[config.mk]
export PLATFORM = sky130hd
export DESIGN_NAME = slice_sequencer
export DESIGN_NICKNAME = d
export VERILOG_FILES = /design/src/rtl/seq_pkg.sv /design/src/rtl/seq_wrap_ctr.sv /design/src/rtl/seq_ctrl.sv /design/src/rtl/slice_sequencer.sv
export SDC_FILE = /design/constraint.sdc
export NUM_CORES = 1
export LEC_CHECK = 0
export BUFFER_PORTS_ARGS = -buffer_cell sky130_fd_sc_hd__buf_2
export CAP_MARGIN = 40
export CORE_UTILIZATION = 40
export CTS_CLUSTER_DIAMETER = 200
export DETAILED_ROUTE_END_ITERATION = 12
export HOLD_SLACK_MARGIN = 0.1
export PLACE_DENSITY = 0.73
export SLEW_MARGIN = 25
export SYNTH_ARGS = -nofsm -noshare
export SYNTH_HDL_FRONTEND = slang
export SYNTH_SLANG_ARGS = --single-unit
export TNS_END_PERCENT = 1
[constraint.sdc]
create_clock -name clk -period 2.7 [get_ports clk]
set_input_delay 0.81 -clock clk [delete_from_list [all_inputs] [get_ports clk]]
set_output_delay 0.81 -clock clk [all_outputs]
set_load 0.03 [all_outputs]
[src/rtl/seq_pkg.sv]
package seq_pkg;

    typedef enum logic [1:0] {
        SEQ_IDLE = 2'd0,
        SEQ_SEND = 2'd1,
        SEQ_WAIT = 2'd2
    } seq_state_t;

    // Control strobes from the FSM to the index counters.
    typedef struct packed {
        logic word_inc;
        logic word_clr;
        logic col_inc;
        logic col_clr;
        logic slice_inc;
        logic slice_clr;
    } ctr_ctl_t;

    function automatic int ctr_w(input int n);
        return (n > 1) ? $clog2(n) : 1;
    endfunction

endpackage

[src/rtl/seq_wrap_ctr.sv]
module seq_wrap_ctr #(
    parameter int N = 8,
    parameter int W = 3
) (
    input  logic         clk,
    input  logic         rst,
    input  logic         clr,
    input  logic         inc,
    output logic [W-1:0] value
);
    localparam logic [W-1:0] TOP = W'(N - 1);

    always_ff @(posedge clk) begin
        if (rst || clr) begin
            value <= '0;
        end else if (inc) begin
            value <= (value == TOP) ? '0 : value + W'(1);
        end
    end
endmodule

[src/rtl/seq_ctrl.sv]
module seq_ctrl
    import seq_pkg::*;
(
    input  logic     clk,
    input  logic     rst,
    input  logic     stream_ready,
    input  logic     position_sync,
    input  logic     driver_ready,
    input  logic     word_last,
    input  logic     col_last,
    output logic     xfer_en,
    output logic     column_ready,
    output ctr_ctl_t ctl
);
    seq_state_t state_q, state_d;
    logic       pend_q, pend_d;
    logic       start, col_end, sync_hit;

    assign start    = (state_q == SEQ_IDLE) && stream_ready;
    assign xfer_en  = (state_q == SEQ_SEND) && driver_ready;
    assign col_end  = xfer_en && word_last;
    assign sync_hit = pend_q || position_sync;

    always_comb begin
        state_d = state_q;
        pend_d  = 1'b0;
        unique case (state_q)
            SEQ_IDLE: if (stream_ready) state_d = SEQ_SEND;
            SEQ_SEND: begin
                pend_d = sync_hit && !col_end;
                if (col_end && !sync_hit && col_last) state_d = SEQ_WAIT;
            end
            SEQ_WAIT: if (position_sync) state_d = SEQ_SEND;
            default:  state_d = SEQ_IDLE;
        endcase
    end

    always_comb begin
        ctl.word_inc  = xfer_en;
        ctl.word_clr  = start;
        ctl.col_inc   = col_end && !sync_hit;
        ctl.col_clr   = start || (col_end && sync_hit);
        ctl.slice_clr = start;
        ctl.slice_inc = (col_end && sync_hit) ||
                        ((state_q == SEQ_WAIT) && position_sync);
    end

    always_ff @(posedge clk) begin
        if (rst) begin
            state_q      <= SEQ_IDLE;
            pend_q       <= 1'b0;
            column_ready <= 1'b0;
        end else begin
            state_q      <= state_d;
            pend_q       <= pend_d;
            column_ready <= col_end;
        end
    end
endmodule

[src/rtl/slice_sequencer.sv]
module slice_sequencer
    import seq_pkg::*;
#(
    parameter int COLUMNS       = 8,
    parameter int WORDS_PER_COL = 512,
    parameter int SLICES        = 128,
    localparam int WW = ctr_w(WORDS_PER_COL),
    localparam int CW = ctr_w(COLUMNS),
    localparam int SW = ctr_w(SLICES)
) (
    input  logic          clk,
    input  logic          rst,
    input  logic          stream_ready,
    input  logic          position_sync,
    input  logic          driver_ready,
    output logic          xfer_en,
    output logic [WW-1:0] word_idx,
    output logic [CW-1:0] col_idx,
    output logic [SW-1:0] slice_idx,
    output logic          column_ready
);
    localparam logic [WW-1:0] WORD_TOP = WW'(WORDS_PER_COL - 1);
    localparam logic [CW-1:0] COL_TOP  = CW'(COLUMNS - 1);

    ctr_ctl_t ctl;
    logic     word_last, col_last;

    assign word_last = (word_idx == WORD_TOP);
    assign col_last  = (col_idx == COL_TOP);

    seq_ctrl u_ctrl (
        .clk          (clk),
        .rst          (rst),
        .stream_ready (stream_ready),
        .position_sync(position_sync),
        .driver_ready (driver_ready),
        .word_last    (word_last),
        .col_last     (col_last),
        .xfer_en      (xfer_en),
        .column_ready (column_ready),
        .ctl          (ctl)
    );

    seq_wrap_ctr #(.N(WORDS_PER_COL), .W(WW)) u_word (
        .clk(clk), .rst(rst), .clr(ctl.word_clr), .inc(ctl.word_inc), .value(word_idx)
    );

    seq_wrap_ctr #(.N(COLUMNS), .W(CW)) u_col (
        .clk(clk), .rst(rst), .clr(ctl.col_clr), .inc(ctl.col_inc), .value(col_idx)
    );

    seq_wrap_ctr #(.N(SLICES), .W(SW)) u_slice (
        .clk(clk), .rst(rst), .clr(ctl.slice_clr), .inc(ctl.slice_inc), .value(slice_idx)
    );
endmodule

== After elaboration in Yosys (flattened, before gate mapping) ==
Index checks and enable logic that the tools add are counted.
W data, S select, Z words.

* Bitwise gates (word level): 1
* Equal/unequal tests: 8
* Reductions and logical operators: 18
* Add/subtract/negate cells: 3
* Mux-type cells: 7

{| class="wikitable"
|+ Operators by type and width
! kind !! count
|-
| $add A9 B1 Y9 const B || 1
|-
| $eq A9 B9 Y1 const B || 1
|-
| $mux W9 || 1
|-
| $logic_and A1 B1 Y1 || 8
|-
| $add A7 B1 Y7 const B || 1
|-
| $eq A7 B7 Y1 const B || 1
|-
| $mux W7 || 1
|-
| $mux W2 || 3
|-
| $ne A2 B2 Y1 const B || 3
|-
| $pmux W2 S3 || 1
|-
| $logic_or A1 B1 Y1 || 5
|-
| $add A3 B1 Y3 const B || 1
|-
| $eq A3 B3 Y1 const B || 1
|-
| $mux W3 || 1
|-
| $reduce_and A3 Y1 || 1
|-
| $eq A2 B1 Y1 const B || 1
|-
| $eq A2 B2 Y1 const B || 1
|-
| $logic_not A1 Y1 || 2
|-
| $logic_not A2 Y1 || 1
|-
| $reduce_or A2 Y1 || 1
|-
| $not A1 Y1 || 1
|}

* Logic and storage cells: 43
* Input bits: 5
* Register bits after elaboration: 23

== Depth between registers and ports, before layout ==
Gate-level depths: netlist (run 1).

* Word-level depth: 7
* Gate-level depth with buffers: 9

== By module ==
From an unflattened synthesis (run 1), not the netlist that was laid out.

* Cells, all modules: 125
* Area total of the unflattened synthesis: 1143.6 um2

{| class="wikitable"
|+ By module, submodules not included
! module !! area an instance (um2) !! times used !! cells an instance
|-
| seq_wrap_ctr at u_word || 421.7 || 1 || 45
|-
| seq_wrap_ctr at u_slice || 304.0 || 1 || 32
|-
| seq_ctrl || 237.7 || 1 || 30
|-
| seq_wrap_ctr at u_col || 148.9 || 1 || 13
|-
| slice_sequencer || 31.3 || 1 || 5
|}

== Worst setup path after synthesis (run 1) ==
OpenSTA, ideal clock, no wires.

* Kind: register to register
* Start: register u_word.value[0]
* End: register u_slice.value[5]
* Buffers on the path: 0
* Arrival time: 2155 ps
* Cell stages (with the launch flop): 9
* Slack: 476 ps
* Clock period less this slack: 2224 ps
* Library setup time: 70 ps
* Cells stage by stage: dfxtp_1 -> ha_1 -> nand3_1 -> nor2_1 -> ha_1 -> nand4b_4 -> o22a_1 -> or4_1 -> a21oi_1

* Word-level cells in the longest chain between the ends: 4

{| class="wikitable"
|+ RTL lines
! what !! RTL line !! RTL
|-
| start: declaration || seq_wrap_ctr.sv:9 || <nowiki>output logic [W-1:0] value</nowiki>
|-
| start signal: assignment || seq_wrap_ctr.sv:17 || <nowiki>value <= (value == TOP) ? '0 : value + W'(1);</nowiki>
|-
| $eq A9 B9 Y1 || slice_sequencer.sv:28 || <nowiki>assign word_last = (word_idx == WORD_TOP);</nowiki>
|-
| $logic_and A1 B1 Y1 || seq_ctrl.sv:21 || <nowiki>assign col_end = xfer_en && word_last;</nowiki>
|-
| $logic_and A1 B1 Y1 || seq_ctrl.sv:44 || <nowiki>ctl.slice_inc = (col_end && sync_hit) ||</nowiki>
|-
| $logic_or A1 B1 Y1 || seq_ctrl.sv:44 ||
|-
| end signal: assignment || seq_wrap_ctr.sv:17 ||
|-
| end: declaration || seq_wrap_ctr.sv:9 ||
|}

Every way passes these cells.
A chain may end at the register's enable or synchronous reset.

== Worst setup path after layout (run 1) ==
Same ends and word-level chain as after synthesis.

==> results of run 1 <==
[stage by stage]
| step | setup slack (ns) | hold WS (ns) |
|---|---|---|
| floorplan | 0.476 | 0.551 |
| global placement | 0.451 | 0.461 |
| detailed placement | 0.432 | 0.486 |
| CTS | 0.391 | 0.503 |
| global route | 0.201 | 0.524 |
| finish | 0.398 | 0.504 |
[critical path, stage by stage, from the launching register on]
cell	delay, ns
dfxtp_1	0.41
ha_1	0.23
nand3_1	0.09
nor2_1	0.10
ha_1	0.21
nand4b_4	0.16
o22a_1	0.35
or4_1	0.54
a21oi_1	0.15
[path summary, 6_finish.rpt]
kind                                 startpoint          endpoint  slack (ns)  depth (start not counted)
worst min-delay path             u_col.value[2]    u_col.value[2]        0.50                          2
worst max register to register  u_word.value[0]  u_slice.value[5]        0.40                          8
worst max-delay path            u_word.value[0]  u_slice.value[5]        0.40                          8
worst min register to register   u_col.value[2]    u_col.value[2]        0.50                          2
[cell usage in the layout (no fill, tap or decap), types with 2 or more instances in the layout]
cell / Yosys / routed
buf_2: 0 / 25
clkbuf_4: 0 / 3
o21ai_0: 4 / 4
dfxtp_1: 23 / 23
nand2b_1: 2 / 2
or3_1: 4 / 4
nand4_1: 3 / 3
nor3_1: 3 / 3
nor2_1: 14 / 14
a21oi_1: 12 / 12
inv_1: 3 / 3
nand2_1: 15 / 15
ha_1: 5 / 5
xor2_1: 3 / 3
xnor2_1: 5 / 5
nand3_1: 8 / 8
[cells by family after synthesis]
group	synth area share [%]
AND/OR/NAND/NOR	27.1
buffers and inverters	3.30
XOR/XNOR	6.60
adder cells (fa/ha/maj)	5.90
AO/OA/AOI/OAI	13.7
flip-flops	43.4
[state kept, by name, indices dropped and copies added, names as in the netlist]
signal	count
u_word.value	9
u_slice.value	7
u_col.value	3
u_ctrl.state_q	2
u_ctrl.column_ready	1
u_ctrl.pend_q	1
[layer usage]
| layer | track usage (%) | up-vias |
|---|---|---|
| met5 | 0 | - |
| met4 | 7.89 | 0 |
| met3 | 2.87 | 4 |
| met2 | 29.0 | 21 |
| met1 | 22.1 | 452 |
| li1 | - | 489 |
[cell type report]
type                       instances  share of cell area (%)
inverter                           4                    1.21
clock buffer                       4                    2.12
tap                               30                    3.03
timing repair buffer              26                    10.7
sequential                        23                    37.2
multi-input combinational         93                    45.7
[power by group through the flow]
stage / registers, mW / logic (mW) / clock network [mW]
floorplan: 0.352 / 0.0244 / 0
global placement: 0.354 / 0.0317 / 0
detailed placement: 0.354 / 0.0326 / 0
CTS: 0.346 / 0.0328 / 0.164
global route: 0.347 / 0.0363 / 0.182
finish: 0.346 / 0.0324 / 0.159
==> results.cfg, run 1 <==
[run_status]
status = completed

[place]
portBuffers = 25
placed_cell_area_mm2 = 0.00121
gp_routability_congestion = 0.755
dp_cells = 176
dp_hpwl_mm = 1.67

[grt]
track_usage_pct = 17.5
grt_max_degree = 13
grt_first_pass_wirelength_mm = 3.66
grt_pass1_vias = 862
antenna_found_initial = 0
overflow = 0

[critical_path]
arrival_ns = 2.55
critPathMaxFanout = 11
critPathKind = reg -> reg
start_kind = flip-flop
endpoint_kind = flip-flop
critPathRequiredTime_ns = 2.95

[detailed_routing]
ant_nets = 0
dr_total_vias = 966
post-route-drc-count = 0
wl_met3_um = 77
vias_per_cell = 5.37
topRoutingLayerUsed = met4
wl_per_cell_um = 12.2
routed_wl_mm = 2.19
wl_met1_mm = 1.09
drt_iter0_markers = 20
dr_wl_met2_mm = 1.01
drtPass1Iterations = 4

[power]
internal-power_mw = 0.411
ir_drop_uv = 233
power_density_mw_per_mm2 = 434
combPwrFrac_pct = 6.0
leakagePower_nw = 0.511
swShare_pct = 23.6
power_mw = 0.537
pwr-share-clk_pct = 29.5
p_seq_share_pct = 64.5
p_switching_mw = 0.127

[synth]
synth_edf_count = 0
synth_most_common_cell = dfxtp_1
yosys-top-cells-area = dfxtp_1 (43%), ha_1 (5.9%), a21oi_1 (5.7%), nand2_1 (5.3%), nor2_1 (5.0%)
synth_area_mm2 = 0.00106
yosys.area.top_type = dfxtp_1
yosysSeqAreaShare_pct = 43.4
synth_fp_nets = 133
synth_cell_types = 33
async_flop_share_pct = 0
synth_top_area_share_pct = 43.4
synth_flop_cell = dfxtp_1
ys_warn_count = 0
ys_top_cells_by_count = dfxtp_1 (23), nand2_1 (15), nor2_1 (14), a21oi_1 (12), nand3_1 (8)
synth_cells = 123
syn_avg_cell_area_um2 = 8.63
synth_seq_cells = 23

[cells_and_area]
regArea_um2 = 460
final_nets = 161
area_delta_synth_final_pct = 16.6
final_area_mm2 = 0.00124
utilization_pct = 49.5
drive_above_1_share_pct = 20.7
n_antenna_cell = 0
fillers = 244
fin_cells = 180
multi_input_area_um2 = 566

[timing]
max_freq_mhz = 434
finalClockSkew_ns = 0.00310
drv_slew = 0
final.min_clock_period_ns = 2.30
worstMarginPinSlew_ns = 0.621
min_period_over_period_pct = 85.2
final-setup-viol-count = 0
finalHoldViolCount = 0
rsz0062_at_grt = false
tns_ns = 0
maxSlewHeadroom_pct = 58.5

[hold_path]
min_path_type = reg -> reg

[clock_network]
clock_latency_ns = 0.31
clkTransAtPathRegs_ns = 0.12
cts.htree.levels = 1
numCtsBuffers = 3
cts.sinks = 23
cts_root_buf = clkbuf_4
cts.path.max_buffers = 2
ctsResizeCount = 0
cts_setup_buffers = 0
hold_buffers = 0
cts_tree = done

[flow_run]
cap_violations = 0

[floorplanning]
die_x_um = 53.5
rows = 18
ios = 26
core_mm2 = 0.00250
initial_core_util_pct = 42.4
die_h_um = 53.5
dieArea_mm2 = 0.00286
Note: power is estimated with default switching activity, not from simulation.
==> run 2, diff against run 1 <==
ABC_AREA = 1   (was unset)
PLACE_DENSITY = 0.72   (was 0.73)
==> results.cfg, run 2 <==
[synth]
yosys.area.top_type = dfxtp_1
synth_fp_nets = 157
async_flop_share_pct = 0
synth_area_mm2 = 0.00112
yosysSeqAreaShare_pct = 41.0
synth_most_common_cell = nand2_1
syn_avg_cell_area_um2 = 7.63
synth_cells = 147
synth_flop_cell = dfxtp_1
synth_top_area_share_pct = 41.0
ys_top_cells_by_count = nand2_1 (30), dfxtp_1 (23), nor2_1 (22), inv_1 (18), a21oi_1 (14)
synth_edf_count = 0
ys_warn_count = 0
synth_seq_cells = 23
synth_cell_types = 24
yosys-top-cells-area = dfxtp_1 (41%), nand2_1 (10%), nor2_1 (7.4%), a21oi_1 (6.2%), inv_1 (6.0%)

[cells_and_area]
n_antenna_cell = 0
final_area_mm2 = 0.00132
final_nets = 187
drive_above_1_share_pct = 21.6
reg.largest.list = u_word.value (9), u_slice.value (7), u_col.value (3)
largest_reg_flops = 9
final_cell_mix = nand2_1 (30), buf_2 (25), dfxtp_1 (23)
area_delta_synth_final_pct = 17.2
layout_commonest_cell = nand2_1
regMostFlops = u_word.value

[power]
pwr-share-clk_pct = 29.6
power_density_mw_per_mm2 = 407
p_seq_share_pct = 64.5
leakagePower_nw = 0.615
p_switching_mw = 0.128
ir_drop_uv = 320
internal-power_mw = 0.408
swShare_pct = 23.8
combPwrFrac_pct = 6.0

[critical_path]
critPathMaxStageDelay_ns = 0.22
critPathKind = in -> out
start_kind = input port
endpoint_kind = output port
critPathTopFamily = buffers and inverters
slowest_stage = buf_2
critPathMaxFanout = 6
arrival_ns = 1.42
path_cells = buf_2, nand3_4, inv_2, buf_2
path_buf_inv = 3
path_common_cell = buf_2
critPathRequiredTime_ns = 1.89

[place]
gp_routability_congestion = 0.776
placed_cell_area_mm2 = 0.00128
portBuffers = 25
dp_hpwl_mm = 1.71

[clock_network]
numCtsBuffers = 3
hold_buffers = 0
ctsResizeCount = 0
clock_latency_ns = 0.31
cts.htree.levels = 1
cts_setup_buffers = 0
cts_root_buf = clkbuf_4
cts_tree = done
clkTransAtPathRegs_ns = 0.13
cts.sinks = 23
cts.path.max_buffers = 2

[detailed_routing]
topRoutingLayerUsed = met4
wl_per_cell_um = 10.4
post-route-drc-count = 0
dr_total_vias = 992
drtPass1Iterations = 4
drt_iter0_markers = 23
ant_nets = 0
wl_met3_um = 100
wl_met1_um = 972
routed_wl_mm = 2.14
dr_wl_met2_mm = 1.06
vias_per_cell = 4.82

[flow_run]
cap_violations = 0

[grt]
grt_first_pass_wirelength_mm = 3.39
grt_max_degree = 15
track_usage_pct = 15.7
antenna_found_initial = 0
grt_pass1_vias = 808
overflow = 0

[timing]
finalClockSkew_ns = 0.00815
worstMarginPinSlew_ns = 0.341
final.min_clock_period_ns = 2.23
min_period_over_period_pct = 82.5
final-setup-viol-count = 0
maxSlewHeadroom_pct = 77.2
tns_ns = 0
max_freq_mhz = 449
rsz0062_at_grt = false
finalHoldViolCount = 0
drv_slew = 0

[run_status]
status = completed

[hold_path]
min_path_type = reg -> reg

[floorplanning]
core_mm2 = 0.00257
die_x_um = 55.0
die_h_um = 55.0
ios = 26
initial_core_util_pct = 43.7
rows = 18
dieArea_mm2 = 0.00302
==> run 2: cell types whose count changed in the layout (fill, tap and decap cells not counted), moves of 4 or more <==
cell,previous run,this run
or3_1,4,0
nor2_1,14,22
nand2_1,15,30
inv_1,3,18
xnor2_1,5,1
==> run 2: cells by family (layout without fill, tap and decap cells) <==
kind of cell,count (synthesis),after routing,share of synthesized area [%]
compound gates,23,23,11.7
fa+ha+maj,5,5,5.57
flops,23,23,41.0
buf+inv,20,49,6.69
xor+xnor,5,5,3.90
mux,1,1,0.892
simple gates,70,70,30.2
==> run 2: tightest hold or removal path, delay by kind of cell, from the launching register on <==
family	cells	cell delay [ns]
flops	1	0.35
simple gates	1	0.07
compound gates	1	0.05
==> run 2: final timing paths <==
check,startpoint,to,slack [ns],cells past startpoint
setup / recovery,driver_ready,xfer_en,0.47,4
hold / removal,u_col.value[1],u_col.value[1],0.50,2
setup reg to reg,u_word.value[0],u_slice.value[6],0.71,9
hold reg to reg,u_col.value[1],u_col.value[1],0.50,2
==> run 2: area by class of cell <==
cell class / count / area (um^2)
Clock buffer: 3 / 22.5
Clock inverter: 1 / 7.51
Fill cell: 259 / 1250
Inverter: 20 / 75.1
Multi-Input combinational cell: 104 / 587
Sequential cell: 23 / 460
Tap cell: 30 / 37.5
Timing Repair Buffer: 25 / 125
==> run 2: per-stage QoR <==
stage | setup slack, ns | hold slack [ns] | util, % | instances | total power, mW
after floorplan | 0.726 | 0.526 | - | 147 | 0.374
after global placement | 0.497 | 0.469 | 50.0 | 202 | 0.384
after detailed placement | 0.467 | 0.486 | 50.0 | 202 | 0.385
after CTS | 0.465 | 0.507 | 51.2 | 206 | 0.542
after global routing | 0.415 | 0.530 | 51.2 | 206 | 0.567
final | 0.472 | 0.503 | 51.2 | 206 | 0.536
==> run 2: power by group through the flow <==
stage                     clock network, mW  registers (mW)  logic [mW]
final                                 0.158           0.345      0.0321
after CTS                             0.165           0.345      0.0323
after floorplan                           0           0.354      0.0202
after global placement                    0           0.353      0.0313
after global routing                  0.185           0.346      0.0358
after detailed placement                  0           0.353      0.0320
==> run 2: layer usage <==
layer,vias to the layer above,track usage [%]
li1,534,-
met1,432,19.5
met2,24,26.9
met3,2,2.46
met4,0,6.25
met5,-,0
==> run 3, diff against run 2 <==
clock period = 2.2 ns   (was 2.7 ns; I/O delays follow)
==> results.cfg, run 3 (synthesis results as in run 2) <==
[detailed_routing]
vias_per_cell = 4.96
drt_iter0_markers = 27
dr_total_vias = 1027
drtPass1Iterations = 4
post-route-drc-count = 0
wl_per_cell_um = 10.5
routed_wl_mm = 2.17
ant_nets = 0

[power]
internal-power_mw = 0.504
power_mw = 0.653
swShare_pct = 22.9
p_seq_share_pct = 64.9
p_switching_mw = 0.149
combPwrFrac_pct = 6.3
leakagePower_nw = 0.621
power_density_mw_per_mm2 = 494
ir_drop_uv = 356
pwr-share-clk_pct = 28.8

[floorplanning]
initial_core_util_pct = 43.7
dieArea_mm2 = 0.00302
core_mm2 = 0.00257
die_h_um = 55.0
ios = 26
rows = 18
die_x_um = 55.0

[critical_path]
critPathRequiredTime_ns = 1.54
endpoint_kind = output port
r2r-end = u_slice.value[6]
r2r_start = u_word.value[3]
critPathKind = reg -> out
start_kind = flip-flop
reg2regPathDepth = 10
critPathMaxFanout = 6
r2r_setup_slack_ns = 0.25
arrival_ns = 1.34

[clock_network]
numCtsBuffers = 3
cts.path.max_buffers = 2
clock_latency_ns = 0.30
hold_buffers = 0
cts.htree.levels = 1
cts_tree = done
cts.sinks = 23
cts_root_buf = clkbuf_4
clkTransAtPathRegs_ns = 0.12

[place]
portBuffers = 25
dp_hpwl_mm = 1.72
gp_routability_congestion = 0.780
placed_cell_area_mm2 = 0.00129

[cells_and_area]
area_delta_synth_final_pct = 17.7
largest_reg_flops = 9
fillers = 258
layout_commonest_cell = nand2_1
reg.largest.list = u_word.value (9), u_slice.value (7), u_col.value (3)
n_antenna_cell = 0
drive_above_1_share_pct = 22.0
final_cell_mix = nand2_1 (30), buf_2 (25), dfxtp_1 (23)
final_area_mm2 = 0.00132
regMostFlops = u_word.value
final_nets = 188

[grt]
overflow = 0
track_usage_pct = 15.5
antenna_found_initial = 0
grt_first_pass_wirelength_mm = 3.39
grt_pass1_vias = 862
grt_max_degree = 13

[run_status]
status = completed

[timing]
rsz0062_at_grt = false
final-setup-viol-count = 0
worstMarginPinSlew_ns = 0.292
drv_slew = 0
finalClockSkew_ns = 0.00266
maxSlewHeadroom_pct = 80.3
finalHoldViolCount = 0
tns_ns = 0
min_period_over_period_pct = 90.7
final.min_clock_period_ns = 2.00
max_freq_mhz = 501

[flow_run]
cap_violations = 0

[hold_path]
worstHoldPathCells = 2
hold_path.startpoint = u_col.value[1]
whs_endpoint = u_col.value[1]
min_path_type = reg -> reg
run 3: cell count changes in the layout (fill, tap and decap cells not counted), sizes merged:
cell,before,now
clkinvlp,1,0
buf,25,26
clkbuf,3,4
run 3: layout make-up:
class | count | area (um^2) | area share (%)
clock buffer | 4 | 26.3 | 1.99
tap | 30 | 37.5 | 2.84
sequential | 23 | 460 | 34.8
inverter | 20 | 75.1 | 5.68
multi-input combinational | 104 | 589 | 44.6
timing repair buffer | 26 | 133 | 10.0
run 3: worst max path at each step:
| stage | startpoint | endpoint | slack (ns) | cells past startpoint |
|---|---|---|---|---|
| final | u_ctrl.state_q[1] | xfer_en | 0.20 | 4 |
| after global routing | u_word.value[3] | u_slice.value[6] | 0.06 | 10 |
| after CTS | u_ctrl.state_q[1] | xfer_en | 0.18 | 4 |
| after detailed placement | u_word.value[3] | u_ctrl.state_q[0] | 0.23 | 10 |
| after global placement | driver_ready | xfer_en | 0.27 | 4 |
| after floorplan | u_word.value[1] | u_ctrl.state_q[0] | 0.23 | 9 |
run 3: routing by layer:
layer	track usage [%]	vias to the layer above	part of all wire [%]
met2	27.7	17	49
met3	2.46	2	3.5
met1	17.8	469	47
li1	-	539	-
met4	7.50	0	0.55
met5	0	-	0
run 3: worst max-delay path: stages, from the launching register on:
cell	delay, ns
dfxtp_1	0.33
inv_1	0.21
nand3_4	0.14
inv_2	0.14
buf_2	0.21
run 3: power by group through the flow:
stage | Combinational [mW] | Clock, mW | Sequential, mW
after floorplan | 0.0248 | 0 | 0.434
after global placement | 0.0405 | 0 | 0.433
after detailed placement | 0.0411 | 0 | 0.433
after CTS | 0.0413 | 0.193 | 0.424
after global routing | 0.0451 | 0.212 | 0.425
final | 0.0413 | 0.188 | 0.424
run 3: metrics by stage:
step | setup slack [ns] | utilization (%) | hold WS [ns] | std cells
floorplan | 0.226 | - | 0.526 | 147
global placement | 0.271 | 50.3 | 0.470 | 203
detailed placement | 0.234 | 50.3 | 0.480 | 203
CTS | 0.183 | 51.4 | 0.497 | 207
global route | 0.0595 | 51.5 | 0.530 | 207
finish | 0.204 | 51.5 | 0.498 | 207
run 3: what timing repair did:
action	CTS	global route
resized for setup	0	1
buffers inserted	0	0
setup endpoints to repair	0	1
